## src/rtl/bankmap_pkg.sv

```systemverilog
package bankmap_pkg;

    typedef enum logic [3:0] {
        RG_ROM_FIXED,
        RG_ROM_SWITCH,
        RG_VIDEO,
        RG_CART_RAM,
        RG_WORK_LOW,
        RG_WORK_HIGH,
        RG_SPRITE,
        RG_VOID,
        RG_IO,
        RG_BANK_REG,
        RG_SCRATCH,
        RG_IRQ_EN
    } region_e;

    typedef struct packed {
        logic [7:0] rdata;
        logic       rvalid;
        logic       err;
        logic [2:0] bank;
        logic [7:0] irq_en;
    } core_state_t;

endpackage

```

## src/rtl/region_classify.sv

```systemverilog
module region_classify
    import bankmap_pkg::*;
#(
    parameter logic [6:0] BANK_REG_OFS = 7'h70
) (
    input  logic [15:0] addr,
    output region_e     region
);

    always_comb begin
        region = RG_VOID;
        unique case (addr[15:12])
            4'h0, 4'h1, 4'h2, 4'h3: region = RG_ROM_FIXED;
            4'h4, 4'h5, 4'h6, 4'h7: region = RG_ROM_SWITCH;
            4'h8, 4'h9:             region = RG_VIDEO;
            4'hA, 4'hB:             region = RG_CART_RAM;
            4'hC, 4'hE:             region = RG_WORK_LOW;
            4'hD:                   region = RG_WORK_HIGH;
            default: begin
                if (addr[11:8] < 4'hE) begin
                    region = RG_WORK_HIGH;
                end else if (addr[11:8] == 4'hE) begin
                    region = (addr[7:0] < 8'hA0) ? RG_SPRITE : RG_VOID;
                end else if (!addr[7]) begin
                    region = (addr[6:0] == BANK_REG_OFS) ? RG_BANK_REG : RG_IO;
                end else if (addr[6:0] == 7'h7F) begin
                    region = RG_IRQ_EN;
                end else begin
                    region = RG_SCRATCH;
                end
            end
        endcase
    end

endmodule

```

## src/rtl/bank_normalize.sv

```systemverilog
module bank_normalize #(
    parameter int BANK_BITS = 3
) (
    input  logic [BANK_BITS-1:0] raw,
    output logic [BANK_BITS-1:0] bank
);

    always_comb begin
        bank = raw;
        if (raw == '0) begin
            bank = BANK_BITS'(1);
        end
    end

endmodule

```

## src/rtl/byte_store.sv

```systemverilog
module byte_store #(
    parameter int DEPTH = 160,
    localparam int AW = $clog2(DEPTH)
) (
    input  logic          clk,
    input  logic          we,
    input  logic [AW-1:0] addr,
    input  logic [7:0]    wdata,
    output logic [7:0]    rdata
);

    logic [7:0] mem_q [DEPTH];

    always_ff @(posedge clk) begin
        if (we && (32'(addr) < DEPTH)) begin
            mem_q[addr] <= wdata;
        end
    end

    always_comb begin
        rdata = 8'hFF;
        if (32'(addr) < DEPTH) begin
            rdata = mem_q[addr];
        end
    end

endmodule

```

## src/rtl/bankmap_decode.sv

```systemverilog
module bankmap_decode
    import bankmap_pkg::*;
#(
    parameter int         BANK_BITS    = 3,
    parameter int         SPRITE_BYTES = 160,
    parameter int         SCRATCH_BYTES = 127,
    parameter logic [6:0] BANK_REG_OFS = 7'h70
) (
    input  logic        clk,
    input  logic        rst_n,
    input  logic        cpu_req,
    input  logic        cpu_we,
    input  logic [15:0] cpu_addr,
    input  logic [7:0]  cpu_wdata,
    output logic [7:0]  cpu_rdata,
    output logic        cpu_rvalid,
    input  logic [1:0]  video_mode,
    input  logic        xram_en,
    output logic        bad_access,
    output logic [13:0] tgt_addr,
    output logic [7:0]  tgt_wdata,
    output logic        rom_bank_sel,
    input  logic [7:0]  rom_rdata,
    output logic        ctl_we,
    output logic        vram_we,
    input  logic [7:0]  vram_rdata,
    output logic        xram_we,
    input  logic [7:0]  xram_rdata,
    output logic [14:0] wram_addr,
    output logic        wram_we,
    input  logic [7:0]  wram_rdata,
    output logic        io_re,
    output logic        io_we,
    input  logic [7:0]  io_rdata
);

    localparam int SPRITE_AW  = $clog2(SPRITE_BYTES);
    localparam int SCRATCH_AW = $clog2(SCRATCH_BYTES);
    localparam int FILL_BITS  = 8 - BANK_BITS;

    region_e             region;
    core_state_t         st_d, st_q;
    logic [BANK_BITS-1:0] bank_new;
    logic                rd_req, wr_req;
    logic                sprite_open;
    logic                sprite_we, scratch_we;
    logic [7:0]          sprite_rd, scratch_rd;
    logic [7:0]          rd_mux;

    region_classify #(.BANK_REG_OFS(BANK_REG_OFS)) u_classify (
        .addr   (cpu_addr),
        .region (region)
    );

    bank_normalize #(.BANK_BITS(BANK_BITS)) u_bank_norm (
        .raw  (cpu_wdata[BANK_BITS-1:0]),
        .bank (bank_new)
    );

    byte_store #(.DEPTH(SPRITE_BYTES)) u_sprite (
        .clk   (clk),
        .we    (sprite_we),
        .addr  (cpu_addr[SPRITE_AW-1:0]),
        .wdata (cpu_wdata),
        .rdata (sprite_rd)
    );

    byte_store #(.DEPTH(SCRATCH_BYTES)) u_scratch (
        .clk   (clk),
        .we    (scratch_we),
        .addr  (cpu_addr[SCRATCH_AW-1:0]),
        .wdata (cpu_wdata),
        .rdata (scratch_rd)
    );

    assign rd_req      = cpu_req && !cpu_we;
    assign wr_req      = cpu_req && cpu_we;
    assign sprite_open = (video_mode < 2'd2);

    always_comb begin
        st_d         = st_q;
        st_d.err     = 1'b0;
        st_d.rvalid  = rd_req;
        rd_mux       = 8'hFF;
        ctl_we       = 1'b0;
        vram_we      = 1'b0;
        xram_we      = 1'b0;
        wram_we      = 1'b0;
        io_re        = 1'b0;
        io_we        = 1'b0;
        sprite_we    = 1'b0;
        scratch_we   = 1'b0;
        tgt_addr     = cpu_addr[13:0];
        tgt_wdata    = cpu_wdata;
        rom_bank_sel = (region == RG_ROM_SWITCH);
        wram_addr    = {((region == RG_WORK_HIGH) ? st_q.bank : BANK_BITS'(0)),
                        cpu_addr[11:0]};
        unique case (region)
            RG_ROM_FIXED, RG_ROM_SWITCH: begin
                rd_mux = rom_rdata;
                ctl_we = wr_req;
            end
            RG_VIDEO: begin
                rd_mux  = vram_rdata;
                vram_we = wr_req;
            end
            RG_CART_RAM: begin
                if (xram_en) begin
                    rd_mux  = xram_rdata;
                    xram_we = wr_req;
                end
            end
            RG_WORK_LOW, RG_WORK_HIGH: begin
                rd_mux  = wram_rdata;
                wram_we = wr_req;
            end
            RG_SPRITE: begin
                if (sprite_open) begin
                    rd_mux    = sprite_rd;
                    sprite_we = wr_req;
                end
            end
            RG_VOID: begin
                st_d.err = cpu_req;
            end
            RG_IO: begin
                rd_mux = io_rdata;
                io_re  = rd_req;
                io_we  = wr_req;
            end
            RG_BANK_REG: begin
                rd_mux = {{FILL_BITS{1'b1}}, st_q.bank};
                if (wr_req) begin
                    st_d.bank = bank_new;
                end
            end
            RG_SCRATCH: begin
                rd_mux     = scratch_rd;
                scratch_we = wr_req;
            end
            RG_IRQ_EN: begin
                rd_mux = st_q.irq_en;
                if (wr_req) begin
                    st_d.irq_en = cpu_wdata;
                end
            end
            default: begin
                rd_mux = 8'hFF;
            end
        endcase
        if (rd_req) begin
            st_d.rdata = rd_mux;
        end
    end

    always_ff @(posedge clk) begin
        if (!rst_n) begin
            st_q.rdata  <= 8'hFF;
            st_q.rvalid <= 1'b0;
            st_q.err    <= 1'b0;
            st_q.bank   <= BANK_BITS'(1);
            st_q.irq_en <= 8'h00;
        end else begin
            st_q <= st_d;
        end
    end

    assign cpu_rdata  = st_q.rdata;
    assign cpu_rvalid = st_q.rvalid;
    assign bad_access = st_q.err;

    assert_bank_nonzero_R8: assert property (@(posedge clk) disable iff (!rst_n)
        st_q.bank != '0);

    assert_one_strobe_R3: assert property (@(posedge clk) disable iff (!rst_n)
        $onehot0({ctl_we, vram_we, xram_we, wram_we, io_we, io_re, sprite_we, scratch_we}));

    assert_cart_gate_R5: assert property (@(posedge clk) disable iff (!rst_n)
        !xram_en |-> !xram_we);

    assert_sprite_closed_R9: assert property (@(posedge clk) disable iff (!rst_n)
        (rd_req && region == RG_SPRITE && !sprite_open) |=> (cpu_rdata == 8'hFF));

    assert_err_cause_R10: assert property (@(posedge clk) disable iff (!rst_n)
        bad_access |-> $past(cpu_req && region == RG_VOID));

    assert_read_latency_R14: assert property (@(posedge clk) disable iff (!rst_n)
        rd_req |=> cpu_rvalid);

endmodule

```

## config.mk

```make
export PLATFORM = sky130hd
export DESIGN_NAME = bankmap_decode
export DESIGN_NICKNAME = d
export VERILOG_FILES = /design/src/rtl/bankmap_pkg.sv /design/src/rtl/region_classify.sv /design/src/rtl/bank_normalize.sv /design/src/rtl/byte_store.sv /design/src/rtl/bankmap_decode.sv
export SDC_FILE = /design/constraint.sdc
export NUM_CORES = 2
export LEC_CHECK = 0
export BUFFER_PORTS_ARGS = -buffer_cell sky130_fd_sc_hd__buf_2
export CORE_UTILIZATION = 40
export CTS_BUF_LIST = sky130_fd_sc_hd__clkbuf_8 sky130_fd_sc_hd__clkbuf_16
export DETAILED_ROUTE_END_ITERATION = 7
export PLACE_DENSITY = 0.54
export SYNTH_ARGS = -nofsm -noshare
export SYNTH_HDL_FRONTEND = slang
export SYNTH_SLANG_ARGS = --single-unit
```

## constraint.sdc

```tcl
create_clock -name clk -period 6.45 [get_ports clk]
set_input_delay 0 -clock clk [delete_from_list [all_inputs] [get_ports clk]]
set_output_delay 0 -clock clk [all_outputs]
set_load 0.02 [all_outputs]
```

==> flow_summary_export.csv <==
group,metric,value,unit
outcome,status,"finished, violations left",
outcome,violations,"capacitance limit",
finish,drive_above_1_share,24.28,%
logic_synthesis,synth_mux_area_share,16.35,%
logic_synthesis,synth_edf_count,2296,
placed_design,place_congestion,0.9664,
floorplan,die_height,478.9,um
detailed_routing,drc_errors,0,
detailed_routing,vias_per_cell,5.766,
cts,root_buffer,"clkbuf_16",
logic_synthesis,yosys.area.top_type,"edfxtp_1",
global_route,grt_pass1_wl,355.1,mm
global_route,gr-usage-all-layers,21.97,%
cts,insertion_delay,880,ps
timing,finalCriticalPeriod,4552,ps
cts,numClockSinks,2317,
finish,fin_util,45.59,%
cts,cts_tree,"built",
detailed_routing,route.detailed.wl_per_inst,32.25,um
worst_hold_path,hold_path.class,"in -> reg",
placed_design,dp_hpwl,154.1,mm
power,ir_drop,0.2991,mV
logic_synthesis,synth_top_area_share,75.80,%
power,seq_power_share,53.2,%
floorplan,die-area,229300,um2
power,p_clk_share,41.5,%
global_route,grt_pass1_vias,45470,
job,maxCapViolations,1,
timing,tns,0,ps
logic_synthesis,synthAdderAreaFrac,0,%
timing,post-route-period-util,70.57,%
critical_path,crit_path_end_kind,"flop",
global_route,grt_overflow,0,
logic_synthesis,synthesis.nets,4453,
detailed_routing,wl,252.2,mm
timing,relSlewSlack,1.135,%
logic_synthesis,ys_types,66,
timing,rsz0062_at_grt,"no",
logic_synthesis,yosys.area_share.simple,3.155,%
critical_path,arrival,5320,ps
finish,fill_cells,18980,
logic_synthesis,ys_ff_latch,2317,
global_route,grt_max_degree,169,
power,p_sw,6819,uW
power,p_per_area,302.8,nW/um2
timing,hold_viol,0,
finish,area_delta_synth_final,12.94,%
cts,clk_pin_slew,70,ps
power,leakagePower,0.03215,uW
critical_path,start_kind,"input pin",
detailed_routing,postRouteAntennaNets,0,
critical_path,critical_path.top_delay_family,"buffers and inverters",
logic_synthesis,synth-compound-area-share,2.439,%
logic_synthesis,synth_area,90960,um2
power,power.share.combinational,5.3,%
logic_synthesis,syn_area_per_cell,20.76,um2
logic_synthesis,synth_xor_area_share,0,%
cts,cts_max_path_buffers,3,
logic_synthesis,synth_area_leaders,"edfxtp_1 (76%), mux4_2 (14%), mux2i_1 (2.2%)",
timing,worst_pin_slew,1446,ps
logic_synthesis,yosysSeqAreaShare,76.26,%
power,p_int,24290,uW
logic_synthesis,syn-instance-count,4382,
critical_path,cpPeakStageDelay,630,ps
critical_path,crit_path_max_fanout,87,
floorplan,placementRows,174,
logic_synthesis,synth_top_family_by_area,"multiplexers",
timing,fmax,219.7,MHz
finish,nets,4679,
timing,finalMaxSlewViolations,0,
timing,finalClockSkew,49.86,ps
detailed_routing,drt_iter0_markers,4960,
critical_path,slowest_stage,"a22oi_1",
critical_path,crit_type,"in -> reg",
critical_path,path_buf_inv,4,
cts,htreeDepth,4,
floorplan,start_util,40.37,%
floorplan,io_pins,125,
floorplan,core_area,225300,um2
critical_path,worstPathRequired,7220,ps
logic_synthesis,async_flop_share,0,%
global_route,antenna_found_initial,7,
logic_synthesis,synth.yosys.warnings,0,
power,switching_share,21.92,%
critical_path,crit_chain,"buf_8, buf_12, mux4_2, a22oi_1, o22ai_1, nor4_1, nand4_1, a21oi_1, dlygate4sd3_1, a21oi_1, dlygate4sd3_1",
cts,cts_made_buffers,231,
timing,setup_viol,0,
placed_design,portBuffers,123,
detailed_routing,drt_first_pass_iters,7,
logic_synthesis,synthFlopType,"edfxtp_1",
detailed_routing,vias,45090,
floorplan,die_width,478.9,um
-- synthesized netlist by cell type, drive strengths merged, types with 8 or more instances --
cell,count
edfxtp,2296
mux4,565
nor2,342
mux2i,197
buf,178
nand2,159
clkbuf,111
a21oi,67
a22oi,66
nand3,52
o21ai,39
a31oi,23
o211ai,22
dfxtp,21
nor3,17
mux2,16
nand4,16
nand2b,15
a211oi,14
o22ai,14
a221oi,13
and3,13
nor2b,13
nor4,13
inv,9
and2,8
o221ai,8
-- registers in the layout, indices dropped and copies added, names as in the netlist --
| signal | flops |
|---|---|
| u_scratch.mem_q | 1016 |
| cpu_rvalid | 1 |
| u_sprite.mem_q | 1280 |
| cpu_rdata | 8 |
| st_q | 11 |
| bad_access | 1 |
-- layer usage --
metal	track usage [%]	vias to the layer above	share of wire, %
met2	33.66	1655	46
met1	31.00	24450	42
met3	3.845	337	6.7
met4	9.435	0	4.5
li1	-	18650	-
met5	0	-	0
-- cells in the final DEF, fill, tap and decap left out, drive strengths merged, types with 16 or more instances in the layout --
| cell | instances |
|---|---|
| a21oi | 67 |
| a22oi | 66 |
| a31oi | 23 |
| buf | 240 |
| clkbuf | 239 |
| clkinv | 104 |
| dfxtp | 21 |
| diode | 30 |
| dlygate4sd3 | 42 |
| edfxtp | 2296 |
| inv | 73 |
| mux2 | 16 |
| mux2i | 197 |
| mux4 | 565 |
| nand2 | 159 |
| nand3 | 52 |
| nand4 | 16 |
| nor2 | 342 |
| nor3 | 17 |
| o211ai | 22 |
| o21ai | 39 |
-- logic make-up (layout without fill, tap and decap cells) --
kind of cell | count (synthesis) | count (layout)
buffers and inverters | 300 | 717
and+or+nand+nor | 663 | 663
muxes | 778 | 778
DFF | 2317 | 2317
other | 0 | 30
AOI/OAI and AO/OA | 324 | 324
-- path summary, 6_finish.rpt --
path / start / end / slack (ps) / cells after the start
worst min register to register: cpu_rdata[7]$_SDFFE_PN1P_ / cpu_rdata[7]$_SDFFE_PN1P_ / 480 / 1
worst max-delay path: cpu_addr[0] / cpu_rdata[0]$_SDFFE_PN1P_ / 1900 / 11
worst min-delay path: cpu_addr[7] / cpu_rdata[3]$_SDFFE_PN1P_ / 100 / 6
worst max register to register: u_sprite.mem_q[31][0]$_DFFE_PP_ / cpu_rdata[0]$_SDFFE_PN1P_ / 2250 / 9
-- repair_timing --
item                       in CTS  in global routing
buffers inserted                0                  0
setup endpoints to repair       0                  0
hold buffers                   42                  0
gates resized for setup         0                  0
hold endpoints to repair      971                  0
-- tightest hold or removal path, delay by kind of cell --
kind / cells / cell delay [ps]
buf+inv: 2 / 410
simple gates: 2 / 310
compound gates: 2 / 200
-- stage by stage --
| step | hold slack [ps] | setup WS (ps) | cells | instance area [um2] | total power, uW |
|---|---|---|---|---|---|
| detailed placement | 246.6 | 1956 | 7325 | 95000 | 18510 |
| finish | 103.3 | 1898 | 7821 | 102700 | 31110 |
| global route | 124.3 | 1862 | 7816 | 102700 | 31940 |
| global placement | 234.8 | 1980 | 7325 | 95000 | 18490 |
| CTS | 8.743 | 2177 | 7791 | 102700 | 31330 |
| floorplan | 78.11 | 3774 | 4382 | 90960 | 17710 |
-- area by class of cell --
cell class	instances	area, um2	area share (%)
sequential	2317	69370	67.52
multi-input combinational	1765	20030	19.50
clock buffer	239	5924	5.767
tap	2992	3744	3.644
timing repair buffer	282	2227	2.168
clock inverter	185	1316	1.281
antenna	30	75.07	0.07307
inverter	11	48.80	0.04750
-- power groups by stage --
stage | clock network, uW | registers, uW | logic (uW)
after CTS | 13100 | 16600 | 1650
after global routing | 13700 | 16500 | 1720
final | 12900 | 16600 | 1640
after floorplan | 0 | 16900 | 840
after global placement | 0 | 16900 | 1620
after detailed placement | 0 | 16900 | 1630
No activity file was read; power rests on OpenSTA's default activity.
